File: src/rtl/adcseq_pkg.sv
package adcseq_pkg;

    localparam int BUS_W  = 16;
    localparam int ADDR_W = 5;

    // Register map (byte addresses; read and write share some offsets)
    localparam logic [ADDR_W-1:0] A_START = 5'h00;  // read: launch
    localparam logic [ADDR_W-1:0] A_CTL1  = 5'h00;  // write: mode word
    localparam logic [ADDR_W-1:0] A_CTL2  = 5'h02;  // write: enables
    localparam logic [ADDR_W-1:0] A_STAT  = 5'h04;  // read: status
    localparam logic [ADDR_W-1:0] A_ACK   = 5'h04;  // write: clear flags
    localparam logic [ADDR_W-1:0] A_LIST  = 5'h10;  // write: list entry
    localparam logic [ADDR_W-1:0] A_RES   = 5'h10;  // read: result

    // Control bit positions
    localparam int B_CONT   = 2;
    localparam int B_FALL   = 3;
    localparam int B_LISTEN = 9;
    localparam int B_RESEN  = 10;

    typedef enum logic [1:0] {
        TRIG_OFF  = 2'd0,
        TRIG_SOFT = 2'd1,
        TRIG_SCAN = 2'd2,
        TRIG_EXT  = 2'd3
    } trig_mode_e;

    // One list entry, packed exactly as written on the bus
    typedef struct packed {
        logic       diff;
        logic       unipolar;
        logic [1:0] gain;
        logic [3:0] chan;
    } list_entry_t;

    function automatic logic [BUS_W-1:0] pack_status(
        input logic busy, input logic lst_full, input logic res_empty,
        input logic res_half, input logic res_full, input logic ovr,
        input logic hf_pend);
        logic [BUS_W-1:0] s;
        s    = '0;
        s[0] = busy;
        s[1] = lst_full;
        s[2] = res_empty;
        s[3] = res_half;
        s[4] = res_full;
        s[5] = ovr;
        s[8] = hf_pend;
        return s;
    endfunction

endpackage

File: src/rtl/adcseq_fifo.sv
module adcseq_fifo #(
    parameter int WIDTH = 12,
    parameter int DEPTH = 16
) (
    input  logic             clk,
    input  logic             rst,
    input  logic             clr,
    input  logic             push,
    input  logic [WIDTH-1:0] din,
    input  logic             pop,
    output logic [WIDTH-1:0] dout,
    output logic [$clog2(DEPTH+1)-1:0] count,
    output logic             empty,
    output logic             full
);
    localparam int PTR_W = $clog2(DEPTH);
    localparam int CNT_W = $clog2(DEPTH+1);

    logic [WIDTH-1:0] mem [DEPTH];
    logic [PTR_W-1:0] wr_ptr, rd_ptr;
    logic             do_push, do_pop;

    assign empty   = (count == '0);
    assign full    = (count == CNT_W'(DEPTH));
    assign do_push = push && !full;
    assign do_pop  = pop && !empty;
    assign dout    = mem[rd_ptr];

    function automatic logic [PTR_W-1:0] bump(input logic [PTR_W-1:0] p);
        return (p == PTR_W'(DEPTH-1)) ? '0 : p + PTR_W'(1);
    endfunction

    always_ff @(posedge clk) begin
        if (do_push) mem[wr_ptr] <= din;
    end

    always_ff @(posedge clk) begin
        if (rst || clr) begin
            wr_ptr <= '0;
            rd_ptr <= '0;
            count  <= '0;
        end else begin
            if (do_push) wr_ptr <= bump(wr_ptr);
            if (do_pop)  rd_ptr <= bump(rd_ptr);
            case ({do_push, do_pop})
                2'b10:   count <= count + CNT_W'(1);
                2'b01:   count <= count - CNT_W'(1);
                default: count <= count;
            endcase
        end
    end
endmodule

File: src/rtl/adcseq_list.sv
module adcseq_list import adcseq_pkg::*; #(
    parameter int DEPTH = 16
) (
    input  logic        clk,
    input  logic        rst,
    input  logic        clr,
    input  logic        wr,
    input  list_entry_t wentry,
    input  logic        adv,
    input  logic        wrap,
    output list_entry_t cur,
    output logic        avail,
    output logic        full
);
    localparam int IDX_W = $clog2(DEPTH);
    localparam int CNT_W = $clog2(DEPTH+1);

    list_entry_t      mem [DEPTH];
    logic [CNT_W-1:0] cnt, ptr, ptr_nxt;

    assign full    = (cnt == CNT_W'(DEPTH));
    assign avail   = (ptr < cnt);
    assign cur     = mem[ptr[IDX_W-1:0]];
    assign ptr_nxt = ptr + CNT_W'(1);

    always_ff @(posedge clk) begin
        if (wr && !full) mem[cnt[IDX_W-1:0]] <= wentry;
    end

    always_ff @(posedge clk) begin
        if (rst || clr) begin
            cnt <= '0;
            ptr <= '0;
        end else begin
            if (wr && !full) cnt <= cnt + CNT_W'(1);
            if (adv) ptr <= (wrap && ptr_nxt == cnt) ? '0 : ptr_nxt;
        end
    end
endmodule

File: src/rtl/adcseq_trig.sv
module adcseq_trig import adcseq_pkg::*; #(
    parameter int EXT_SYNC = 0
) (
    input  logic       clk,
    input  logic       rst,
    input  trig_mode_e mode,
    input  logic       falling,
    input  logic       sw_start,
    input  logic       scan_tick,
    input  logic       ext_in,
    output logic       fire
);
    logic ext_s, ext_q, ext_edge;

    generate
        if (EXT_SYNC > 0) begin : g_sync
            logic meta;
            always_ff @(posedge clk) meta <= rst ? 1'b0 : ext_in;
            assign ext_s = meta;
        end else begin : g_direct
            assign ext_s = ext_in;
        end
    endgenerate

    always_ff @(posedge clk) ext_q <= rst ? 1'b0 : ext_s;

    assign ext_edge = falling ? (ext_q && !ext_s) : (ext_s && !ext_q);

    always_comb begin
        case (mode)
            TRIG_SOFT: fire = sw_start;
            TRIG_SCAN: fire = scan_tick;
            TRIG_EXT:  fire = ext_edge;
            default:   fire = 1'b0;
        endcase
    end
endmodule

File: src/rtl/adc_list_sequencer.sv
module adc_list_sequencer import adcseq_pkg::*; #(
    parameter int RES_W      = 12,
    parameter int LIST_DEPTH = 16,
    parameter int RES_DEPTH  = 16,
    parameter int EXT_SYNC   = 0
) (
    input  logic              clk,
    input  logic              rst,
    input  logic [ADDR_W-1:0] bus_addr,
    input  logic              bus_wr,
    input  logic              bus_rd,
    input  logic [BUS_W-1:0]  bus_wdata,
    output logic [BUS_W-1:0]  bus_rdata,
    input  logic              scan_tick,
    input  logic              ext_trig,
    output logic              adc_start,
    output logic [3:0]        adc_chan,
    output logic [1:0]        adc_gain,
    output logic              adc_unipolar,
    output logic              adc_diff,
    input  logic              adc_done,
    input  logic [RES_W-1:0]  adc_data
);
    localparam int RES_CNT_W = $clog2(RES_DEPTH+1);
    localparam int HALF      = RES_DEPTH / 2;

    trig_mode_e  ctl_mode;
    logic        ctl_cont, ctl_fall, ctl_res_en, ctl_list_en;
    logic        busy, overrun, hf_pend, hf_seen;
    list_entry_t sel_q, lst_cur;

    logic wr_ctl1, wr_ctl2, ack_wr, wr_list, rd_start, rd_res;
    logic fire, lst_avail, lst_full, candidate, accept, drop;
    logic [RES_W-1:0]     res_dout;
    logic [RES_CNT_W-1:0] res_cnt;
    logic res_empty, res_full, res_half, res_push;

    assign wr_ctl1  = bus_wr && (bus_addr == A_CTL1);
    assign wr_ctl2  = bus_wr && (bus_addr == A_CTL2);
    assign ack_wr   = bus_wr && (bus_addr == A_ACK);
    assign wr_list  = bus_wr && (bus_addr == A_LIST);
    assign rd_start = bus_rd && (bus_addr == A_START);
    assign rd_res   = bus_rd && (bus_addr == A_RES);

    adcseq_trig #(.EXT_SYNC(EXT_SYNC)) trig_i (
        .clk(clk), .rst(rst), .mode(ctl_mode), .falling(ctl_fall),
        .sw_start(rd_start), .scan_tick(scan_tick), .ext_in(ext_trig),
        .fire(fire)
    );

    adcseq_list #(.DEPTH(LIST_DEPTH)) list_i (
        .clk(clk), .rst(rst), .clr(!ctl_list_en),
        .wr(wr_list && ctl_list_en), .wentry(list_entry_t'(bus_wdata[7:0])),
        .adv(accept), .wrap(ctl_cont),
        .cur(lst_cur), .avail(lst_avail), .full(lst_full)
    );

    assign res_push = busy && adc_done && ctl_res_en;

    adcseq_fifo #(.WIDTH(RES_W), .DEPTH(RES_DEPTH)) res_i (
        .clk(clk), .rst(rst), .clr(!ctl_res_en),
        .push(res_push), .din(adc_data), .pop(rd_res),
        .dout(res_dout), .count(res_cnt), .empty(res_empty), .full(res_full)
    );

    assign candidate = fire && !busy && lst_avail;
    assign accept    = candidate && !res_full;
    assign drop      = candidate && res_full;
    assign res_half  = (res_cnt >= RES_CNT_W'(HALF));

    always_ff @(posedge clk) begin
        if (rst) begin
            ctl_mode    <= TRIG_OFF;
            ctl_cont    <= 1'b0;
            ctl_fall    <= 1'b0;
            ctl_res_en  <= 1'b0;
            ctl_list_en <= 1'b0;
            busy        <= 1'b0;
            adc_start   <= 1'b0;
            sel_q       <= '0;
            overrun     <= 1'b0;
            hf_pend     <= 1'b0;
            hf_seen     <= 1'b0;
        end else begin
            if (wr_ctl1) begin
                ctl_mode <= trig_mode_e'(bus_wdata[1:0]);
                ctl_cont <= bus_wdata[B_CONT];
                ctl_fall <= bus_wdata[B_FALL];
            end
            if (wr_ctl2) begin
                ctl_res_en  <= bus_wdata[B_RESEN];
                ctl_list_en <= bus_wdata[B_LISTEN];
            end
            adc_start <= accept;
            if (accept) begin
                busy  <= 1'b1;
                sel_q <= lst_cur;
            end else if (adc_done) begin
                busy  <= 1'b0;
            end
            hf_seen <= res_half;
            if (drop)        overrun <= 1'b1;
            else if (ack_wr) overrun <= 1'b0;
            if (res_half && !hf_seen) hf_pend <= 1'b1;
            else if (ack_wr)          hf_pend <= 1'b0;
        end
    end

    assign adc_chan     = sel_q.chan;
    assign adc_gain     = sel_q.gain;
    assign adc_unipolar = sel_q.unipolar;
    assign adc_diff     = sel_q.diff;

    always_comb begin
        bus_rdata = '0;
        if (bus_rd) begin
            case (bus_addr)
                A_STAT: bus_rdata = pack_status(busy, lst_full, res_empty,
                                                res_half, res_full, overrun, hf_pend);
                A_RES:  if (!res_empty)
                            bus_rdata = {{(BUS_W-RES_W){1'b0}}, res_dout};
                default: bus_rdata = '0;
            endcase
        end
    end
endmodule

File: config.mk
export PLATFORM = sky130hd
export DESIGN_NAME = adc_list_sequencer
export DESIGN_NICKNAME = d
export VERILOG_FILES = /design/src/rtl/adcseq_pkg.sv /design/src/rtl/adcseq_fifo.sv /design/src/rtl/adcseq_list.sv /design/src/rtl/adcseq_trig.sv /design/src/rtl/adc_list_sequencer.sv
export SDC_FILE = /design/constraint.sdc
export NUM_CORES = 1
export LEC_CHECK = 0
export BUFFER_PORTS_ARGS = -buffer_cell sky130_fd_sc_hd__buf_4
export CORE_MARGIN = 2
export CORE_UTILIZATION = 45
export CTS_CLUSTER_SIZE = 25
export DETAILED_ROUTE_END_ITERATION = 7
export PLACE_DENSITY = 0.71
export RECOVER_POWER = 50
export SLEW_MARGIN = 30
export SYNTH_ARGS = -nofsm -noshare
export SYNTH_HDL_FRONTEND = slang
export SYNTH_SLANG_ARGS = --single-unit
export TNS_END_PERCENT = 30
File: constraint.sdc
create_clock -name clk -period 4.9 [get_ports clk]
set_input_delay 0.49 -clock clk [delete_from_list [all_inputs] [get_ports clk]]
set_output_delay 0.49 -clock clk [all_outputs]
set_load 0.01 [all_outputs]
After elaboration in Yosys (flattened, before gate mapping) --
Memory sizes are Yosys's and may differ from the RTL's. A register that Yosys moved wholly into a read port is not among the register bits. Index checks and enable logic that the tools add are counted.
Word-level totals: register bits after elaboration 35, memory bits (writable) 320, memories kept 2
Operators by class: add/subtract/negate cells 6, magnitude comparators 2, eq/ne operators 13, muxes and demuxes 20, reductions and logical operators 37
Memory list:
- res_i.mem | depth 16, width 12, rd ports 1, clocked after Yosys merged registers in 1, write ports 1, line adcseq_fifo.sv:19 | logic [WIDTH-1:0] mem [DEPTH];
- list_i.mem | depth 16, width 8, rd ports 1, clocked after Yosys merged registers in 1, write ports 1, line adcseq_list.sv:18 | list_entry_t mem [DEPTH];
Operators by type and width (count):
- $mux 12 | 2
- $pmux 12 s2 | 1
- $logic_and 1x1->1 | 20
- $mux 4 | 4
- $add 5x1->5 const B | 3
- $eq 5x5->1 const B | 3
- $logic_not 5->1 | 2
- $mux 1 | 10
- $pmux 5 s2 | 1
- $logic_not 1->1 | 9
- $add 4x1->4 const B | 2
- $eq 4x4->1 const B | 2
- $reduce_bool 2->1 | 4
- $eq 2x2->1 const B | 3
- $eq 5x2->1 const B | 1
- $eq 5x3->1 const B | 1
- $eq 5x5->1 | 1
- $ge 5x4->1 const B | 1
- $lt 5x5->1 | 1
- $mux 5 | 1
- $sub 5x1->5 const B | 1
- $eq 2x1->1 const B | 2
- $pmux 1 s3 | 1
- $logic_or 1x1->1 | 2

Depth between registers and ports, before layout --
Gate-level depths: netlist (run 1).
depth after elaboration 8, mapped depth 16, mapped depth without buffers 12

By module --
A second synthesis (run 1) with hierarchy kept.
Unflattened totals: cell total of the unflattened synthesis 796, area, all modules 15034.4 um^2
Modules (own cells, without submodules):
- adcseq_fifo | times used 1, cells an instance 384, area each 8210.4 um^2, seq. area each 6105.9 um^2
- adcseq_list | times used 1, cells an instance 289, area each 5783.0 um^2, seq. area each 4124.0 um^2
- adc_list_sequencer | times used 1, cells an instance 115, area each 973.4 um^2, seq. area each 380.4 um^2
- adcseq_trig | times used 1, cells an instance 8, area each 67.6 um^2, seq. area each 20.0 um^2

Worst setup path before layout (run 1) --
Ideal clock, no wire load.
path type input to register, start in bus_addr[0], end reg res_i.count[4], library setup time 70 ps, arrival time 3303 ps, required time 4830 ps, path slack 1527 ps, stages on the path 14, buffers on the path 3, path through or4b_1 > or4b_1 > buf_6 > clkinv_8 > buf_12 > ha_1 > clkbuf_1 > xor2_1 > ha_1 > o21a_1 > o21ai_0 > a2bb2oi_1 > or3_1 > a21oi_1
On the way: longest elaborated chain between the ends 5, elaborated cells on any way between the ends 7
RTL lines:
- start, declared | line adc_list_sequencer.sv:9 | input logic [ADDR_W-1:0] bus_addr,
- $eq 5x5->1 (*) | line adc_list_sequencer.sv:43 | assign rd_res = bus_rd && (bus_addr == A_RES);
- $logic_and 1x1->1 (*) | line adc_list_sequencer.sv:43
- $logic_and 1x1->1 (*) | line adcseq_fifo.sv:26 | assign do_pop = pop && !empty;
- $eq 2x1->1 or $eq 2x2->1 (tied branches) | line adcseq_fifo.sv:45 | case ({do_push, do_pop})
- $pmux 5 s2 or $reduce_bool 2->1 (tied branches)
- end signal, assigned | line adcseq_fifo.sv:46 | 2'b10: count <= count + CNT_W'(1);
- end signal, assigned | line adcseq_fifo.sv:47 | 2'b01: count <= count - CNT_W'(1);
- end signal, assigned | line adcseq_fifo.sv:48 | default: count <= count;
- end, declared | line adcseq_fifo.sv:12 | output logic [$clog2(DEPTH+1)-1:0] count,
Mark *: on every way between the ends. The rest lies on a longest branch, timed or not. A chain may end at the register's enable or synchronous reset.

Final worst setup path (run 1) --
start reg res_i.count[1], end reg res_i.count[4]
On the way: longest elaborated chain between the ends 5, elaborated cells on any way between the ends 12
RTL lines (line):
- $eq 5x5->1 or $logic_not 5->1 (tied branches) | adcseq_fifo.sv:24, adcseq_fifo.sv:23
- $logic_not 1->1 (on tied branches) | adcseq_fifo.sv:25, adcseq_fifo.sv:26
- $logic_and 1x1->1 (on tied branches) | adcseq_fifo.sv:25, adcseq_fifo.sv:26
- $eq 2x1->1 or $eq 2x2->1 (tied branches) | adcseq_fifo.sv:45
- $pmux 5 s2 or $reduce_bool 2->1 (tied branches)
Parallel ways exist; a longest one is shown, timed or not.

==> reports/summary.txt, run 1 <==
Flop pwr share - 55.8%
Max Clk Rate - 0.2532 GHz
initial antenna violation count - 1
cts hold-fix bufs - 0
sequential area share after synthesis - 71.38%
most frequent cells in the layout - 320 x edfxtp_1, 86 x mux4_2, 47 x clkbuf_1, 46 x nor2_1, 46 x buf_4
WS Path Type - reg -> reg
fraction of registers with async set/reset - 0%
Netlist cell types - 60
FF-to-FF Start - res_i.count[1]$_SDFFE_PP0P_
main combinational cell family by area after synthesis - multiplexers
Max-slew headroom - 34.27%
Initial DRT Pass Iterations - 6
Yosys Warn Count - 0
Sink Count - 367
endpoint class of the critical path - flop
vias in the first global route - 7694
Clk Latency, worst-skew pair - 0.52 ns
H-tree Lvls - 2
ys flop type - edfxtp_1
# setup viols final - 0
CP startpoint kind - flop
largest net degree at the start of global routing - 39
Vias/cell - 5.568
routed via count - 7622
IO Pins - 65
CTS tree - done
worst reg2reg path depth - 12
hold path startpoint - bus_wdata[9]
VDD IR max - 0.3089 mV
RR Endpoint - res_i.count[4]$_SDFFE_PP0P_
hold depth - 3
Hold Path Class - in -> reg
Clock Power Share - 43.3%
simple-gate share of the synthesized area - 5.638%
Worst Path Max Fanout - 15
Syn Area/Cell - 17.87 sq um
Avg WL per Cell - 21.28 microns
Max clock buf depth - 3
CTS root buf - clkbuf_16
Compound-Gate Fraction of Synth Area - 4.106%
RSZ-0062 raised after global routing - no
mux contribution to synthesized area - 14.15%
Sw Ratio - 18.91%
Total Neg Setup Slack - 0 ns
Syn-to-layout area delta - 13.18%
TritonCTS Buffers - 38
post-route antenna net violation count - 0
initial DRC count - 647
DP HPWL - 18.54 mm
Slew @ Worst Pin - 0.9859 ns
post-layout power - 6.087 mW
Max Cap Violations - 0
overall routing resource usage - 17.40%
most common cell after layout, fill and taps aside - edfxtp_1
Crit path required time - 5.33 ns
synthesis-stage register bit count - 367
FILL cells - 2611
layout cells sized above 1 - 21.60%
Post-route DRC - 0
Cell Area, Synth - 14780 sq um
Synth Area in XOR/XNOR - 1.067%
nets - 959
Post-synth EDFFs - 320
status - finished, final reports clean
first-pass GRT wire length - 44.77 mm
combinational power share - 1.0%
Int Pwr - 4.936 mW
Critical Path AT - 4.38 ns
port bufs - 54
count of pins over their slew limit - 0
Power Density - 363.9 nW/um^2
final hold vios - 0
Final Critical Period - 3.949 ns
core area - 32450 sq um
skew final - 0.02146 ns
PostCTS Resize Cnt - 0
setup bufs post-CTS - 0
Post-Synth Adder-Cell Area - 1.608%
P_leak - 5.220 nW
Die W - 185.2 microns
crit path from - res_i.count[1]$_SDFFE_PP0P_
GPL Wtd Cong - 0.8048
Worst-path clk slew - 0.06 ns
Initial Util - 45.54%
final WL - 29.13 mm
Die ar. - 34310 sq um
Net Sw Power - 1.151 mW
FF-to-FF setup slack - 0.95 ns
fin crit share - 80.60%
WHS Endpoint - ctl_list_en$_SDFFE_PP0P_
row cnt - 66
die height - 185.2 microns
GR Overflow Total - 0
Post-Syn Instances - 827
## cell families after synthesis
logic type	Yosys count
flops	367
simple gates	166
mux	101
compound gates	93
buf+inv	62
fa+ha+maj	19
xor+xnor	18
other cells	1
## metal layers
layer	wire length (microns)	vias up	GRT usage, %	share of wire (%)
met1	12610	3904	23.60	43
met2	14060	235	28.55	48
met4	722	0	5.524	2.5
li1	-	3429	-	-
met3	1735	54	3.323	6.0
met5	0	-	0	0
## per-stage QoR
step | instance area [sq um] | std cells | hold slack, ns | utilization (%) | setup WS [ns]
floorplan | 14790 | 830 | 0.4315 | - | 1.527
global placement | 15730 | 1302 | 0.4524 | 48.47 | 1.260
detailed placement | 15740 | 1302 | 0.4629 | 48.50 | 1.208
CTS | 16870 | 1368 | 0.2150 | 51.98 | 1.299
global route | 16730 | 1368 | 0.2380 | 51.54 | 0.6313
finish | 16730 | 1369 | 0.2268 | 51.55 | 0.9505
## synth_stat cells, types with 8 or more instances
cell type | instances | area (sq um)
nor2b_1 | 9 | 56.30
o21ai_0 | 14 | 70.07
xor2_1 | 8 | 70.07
nand2_1 | 38 | 142.6
nand3_1 | 18 | 90.09
nor2_1 | 49 | 183.9
a21oi_1 | 28 | 140.1
ha_1 | 19 | 237.7
nor3_1 | 10 | 50.05
inv_1 | 12 | 45.04
buf_2 | 10 | 50.05
mux2i_1 | 12 | 120.1
dfxtp_1 | 47 | 940.9
xnor2_1 | 10 | 87.58
clkbuf_1 | 27 | 101.4
mux4_2 | 86 | 1937
a22oi_1 | 18 | 135.1
edfxtp_1 | 320 | 9609
## power by group through the flow
stage          Sequential (mW)  Combinational [mW]  Clock, mW
4_1_cts                   3.39              0.0678       2.69
5_1_grt                   3.39              0.0663       2.81
2_1_floorplan             3.46              0.0109          0
3_3_place_gp              3.46              0.0639          0
3_5_place_dp              3.46              0.0678          0
6_report                  3.39              0.0584       2.63
## how the worst max path moves through the flow
stage                             endpoint  slack, ns
6_report       res_i.count[4]$_SDFFE_PP0P_       0.95
5_1_grt        res_i.count[4]$_SDFFE_PP0P_       0.63
4_1_cts                       bus_rdata[4]       1.30
3_5_place_dp   res_i.count[4]$_SDFFE_PP0P_       1.21
3_3_place_gp   res_i.count[4]$_SDFFE_PP0P_       1.26
2_1_floorplan  res_i.count[4]$_SDFFE_PP0P_       1.53
## state kept, by name, summed over array words and instances (netlist names), 2 cells and up, named ones only
signal        count
res_i.rd_ptr      4
ctl_mode          2
list_i.ptr        5
list_i.mem      128
adc_chan          4
res_i.count       5
res_i.wr_ptr      4
list_i.cnt        5
res_i.mem       192
adc_gain          2
## critical path, cell delays in order, from the launching register on
cell	delay, ns
dfxtp_1	0.38
nor3_1	0.42
nand2_1	0.14
or4b_1	0.33
clkinvlp_2	0.68
ha_1	0.62
xor2_1	0.19
ha_1	0.23
o21a_1	0.17
o21ai_0	0.15
a2bb2oi_1	0.09
or3_1	0.32
a21oi_1	0.15
## layout make-up
cell class	instances	area, sq um	area share, %
Timing Repair Buffer	79	469.2	2.805
Tap cell	442	553.0	3.306
Multi-Input combinational cell	401	3969	23.72
Clock inverter	12	85.08	0.5086
Antenna cell	1	2.502	0.01496
Sequential cell	367	10560	63.11
Inverter	13	50.05	0.2992
Clock buffer	54	1042	6.230
(Power assumes the default switching activity.)
==> inputs of run 2 (changes only) <==
--- a/config.mk
+++ b/config.mk
@@ -5,6 +5,7 @@
 export SDC_FILE = /design/constraint.sdc
 export NUM_CORES = 1
 export LEC_CHECK = 0
+export ABC_AREA = 1
 export BUFFER_PORTS_ARGS = -buffer_cell sky130_fd_sc_hd__buf_4
 export CORE_MARGIN = 2
 export CORE_UTILIZATION = 45
==> constraint.sdc (replaced) <==
create_clock -name clk -period 4.05 [get_ports clk]
set_input_delay 0.405 -clock clk [delete_from_list [all_inputs] [get_ports clk]]
set_output_delay 0.405 -clock clk [all_outputs]
set_load 0.01 [all_outputs]
==> reports/summary.txt, run 2 <==
worst reg2reg path depth - 15
ys flop type - edfxtp_1
# diodes - 0
Avg WL per Cell - 19.04 microns
Bufs and invs on worst path - 3
vias in the first global route - 10130
Syn-to-layout area delta - 13.12%
Max-slew headroom - 27.59%
hold path startpoint - ext_trig
Syn Area/Cell - 11.31 sq um
overall routing resource usage - 20.12%
port bufs - 54
CP peak stage delay - 0.82 ns
fin crit share - 80.28%
Critical Path AT - 2.85 ns
Max Clk Rate - 0.3076 GHz
# setup viols final - 0
largest cells by area after synthesis - edfxtp_1 63%, dfxtp_1 6.2%, nor2_1 5.1%
initial antenna violation count - 0
most common cell after layout, fill and taps aside - edfxtp_1
GPL Wtd Cong - 0.8280
Crit path required time - 3.64 ns
CTS tree - done
CP startpoint kind - flop
Final Critical Period - 3.252 ns
most frequent cells in the layout - 320 x edfxtp_1, 206 x nor2_1, 197 x nand2_1, 113 x o21ai_0, 95 x a21oi_1
core area - 33530 sq um
Slew @ Worst Pin - 1.086 ns
CTS root buf - clkbuf_16
count of pins over their slew limit - 0
largest net degree at the start of global routing - 81
Top cell by count, worst path - nor2_1
CP delay by family, top - buffers and inverters
utilization after layout - 51.60%
Cell Area, Synth - 15300 sq um
Total Neg Setup Slack - 0 ns
Clk Latency, worst-skew pair - 0.53 ns
RR Endpoint - res_i.count[4]$_SDFFE_PP0P_
Initial Util - 45.62%
FF-to-FF Start - res_i.count[1]$_SDFFE_PP0P_
WHS Endpoint - trig_i.ext_q$_SDFF_PP0_
final WL - 35.84 mm
crit-path cells - nor2_1 -> nand3_1 -> nor2_1 -> nor3_4 -> clkbuf_1 -> inv_1 -> a21oi_1 -> buf_4
fraction of registers with async set/reset - 0%
PostCTS Resize Cnt - 0
endpoint class of the critical path - output port
FILL cells - 2895
Yosys Warn Count - 0
FF-to-FF setup slack - 1.00 ns
Netlist cell types - 37
Hold Path Class - in -> reg
sequential area share after synthesis - 68.97%
WS Path Type - reg -> out
Synth area leader - edfxtp_1
most frequent cell after synthesis - edfxtp_1
Post-Syn Instances - 1352
Crit-path slowest cell - clkbuf_1
Worst Path Max Fanout - 17
Largest register FFs - 192
TritonCTS Buffers - 39
hold depth - 3
Max Cap Violations - 0
row cnt - 67
setup bufs post-CTS - 0
Power Density - 445.1 nW/um^2
Post-route DRC - 0
routed via count - 10420
cts hold-fix bufs - 0
Worst-path clk slew - 0.06 ns
Die ar. - 35480 sq um
first-pass GRT wire length - 55.70 mm
skew final - 0.02326 ns
IO Pins - 65
synth cell count leaders - 320 x edfxtp_1, 206 x nor2_1, 195 x nand2_1
Vias/cell - 5.532
Die W - 188.4 microns
top cell type's share of synthesized area - 62.82%
GR Overflow Total - 0
post-layout power - 7.702 mW
P_leak - 6.197 nW
Post-synth EDFFs - 320
nets - 1467
synthesis-stage register bit count - 367
status - finished, final reports clean
layout cells sized above 1 - 9.617%
Initial DRT Pass Iterations - 5
VDD IR max - 0.3827 mV
top flop regs - res_i.mem x192, list_i.mem x128
DP HPWL - 21.49 mm
largest reg by FF count - res_i.mem
Sink Count - 367
H-tree Lvls - 2
final hold vios - 0
die height - 188.4 microns
RSZ-0062 raised after global routing - no
initial DRC count - 1198
Max clock buf depth - 3
post-route antenna net violation count - 0
==> run 2: cell types whose count changed after synthesis, sizes merged, moves of 65 or more <==
| cell | before | now |
|---|---|---|
| o21ai | 15 | 147 |
| nand2 | 41 | 203 |
| inv | 12 | 83 |
| a21oi | 30 | 95 |
| mux4 | 86 | 0 |
| nor2 | 50 | 210 |
==> run 2: cell type report <==
class | instances | area [sq um] | area share [%]
multi-input cells | 834 | 4076 | 23.56
well taps | 448 | 560.5 | 3.240
flip-flops and latches | 367 | 10550 | 61.00
repair buffers | 83 | 519.2 | 3.001
clock buffers | 54 | 1132 | 6.544
clock inverters | 14 | 148.9 | 0.8605
inverters | 83 | 311.5 | 1.801
==> run 2: power by group <==
group | internal [mW] | switching [mW] | total, mW
logic | 0.0154 | 0.0691 | 0.0844
clock network | 2.08 | 1.43 | 3.51
registers | 4.11 | 0.000830 | 4.11
==> run 2: worst max-delay path by stage <==
| stage | start | slack [ns] | to | depth (start not counted) |
|---|---|---|---|---|
| 6_report | res_i.count[1]$_SDFFE_PP0P_ | 0.80 | bus_rdata[10] | 8 |
| 3_5_place_dp | bus_addr[1] | 1.33 | res_i.count[4]$_SDFFE_PP0P_ | 15 |
| 5_1_grt | res_i.count[1]$_SDFFE_PP0P_ | 0.61 | bus_rdata[6] | 8 |
| 4_1_cts | flop | 0.96 | bus_rdata[1] | 9 |
| 2_1_floorplan | bus_addr[1] | 1.80 | res_i.count[4]$_SDFFE_PP0P_ | 14 |
| 3_3_place_gp | bus_addr[1] | 1.44 | res_i.count[4]$_SDFFE_PP0P_ | 15 |
==> run 2: metrics by stage <==
stage               setup slack, ns  instances  cell area (sq um)  hold WS [ns]
floorplan                     1.800       1355              15310        0.4078
global placement              1.440       1815              16150        0.4127
detailed placement            1.331       1815              16150        0.4262
CTS                          0.9643       1883              17430        0.1102
global route                 0.6123       1883              17300        0.1614
finish                       0.7985       1883              17300        0.1268
==> run 2: per-layer routing <==
layer	vias up	wire length [microns]	GRT usage, %
li1	4875	-	-
met1	5046	14770	26.97
met5	-	0	0
met2	426	17550	34.05
met3	70	2569	2.961
met4	0	954	6.160
==> run 2: kinds of logic (layout without fill, tap and decap cells) <==
group | Yosys count | after routing | synth area share, %
other cells | 1 | 4 | 0.02452
xor+xnor | 6 | 6 | 0.3436
buf+inv | 154 | 234 | 4.384
compound gates | 311 | 311 | 11.26
simple gates | 494 | 494 | 13.46
flops | 367 | 367 | 68.97
fa+ha+maj | 19 | 19 | 1.554
==> run 2: worst register-to-register path: cells and delay by family, from the launching register on <==
kind	cells	cell delay, ns
buf+inv	2	0.87
simple gates	8	0.76
fa+ha+maj	2	0.59
flops	1	0.41
compound gates	2	0.17
xor+xnor	1	0.12
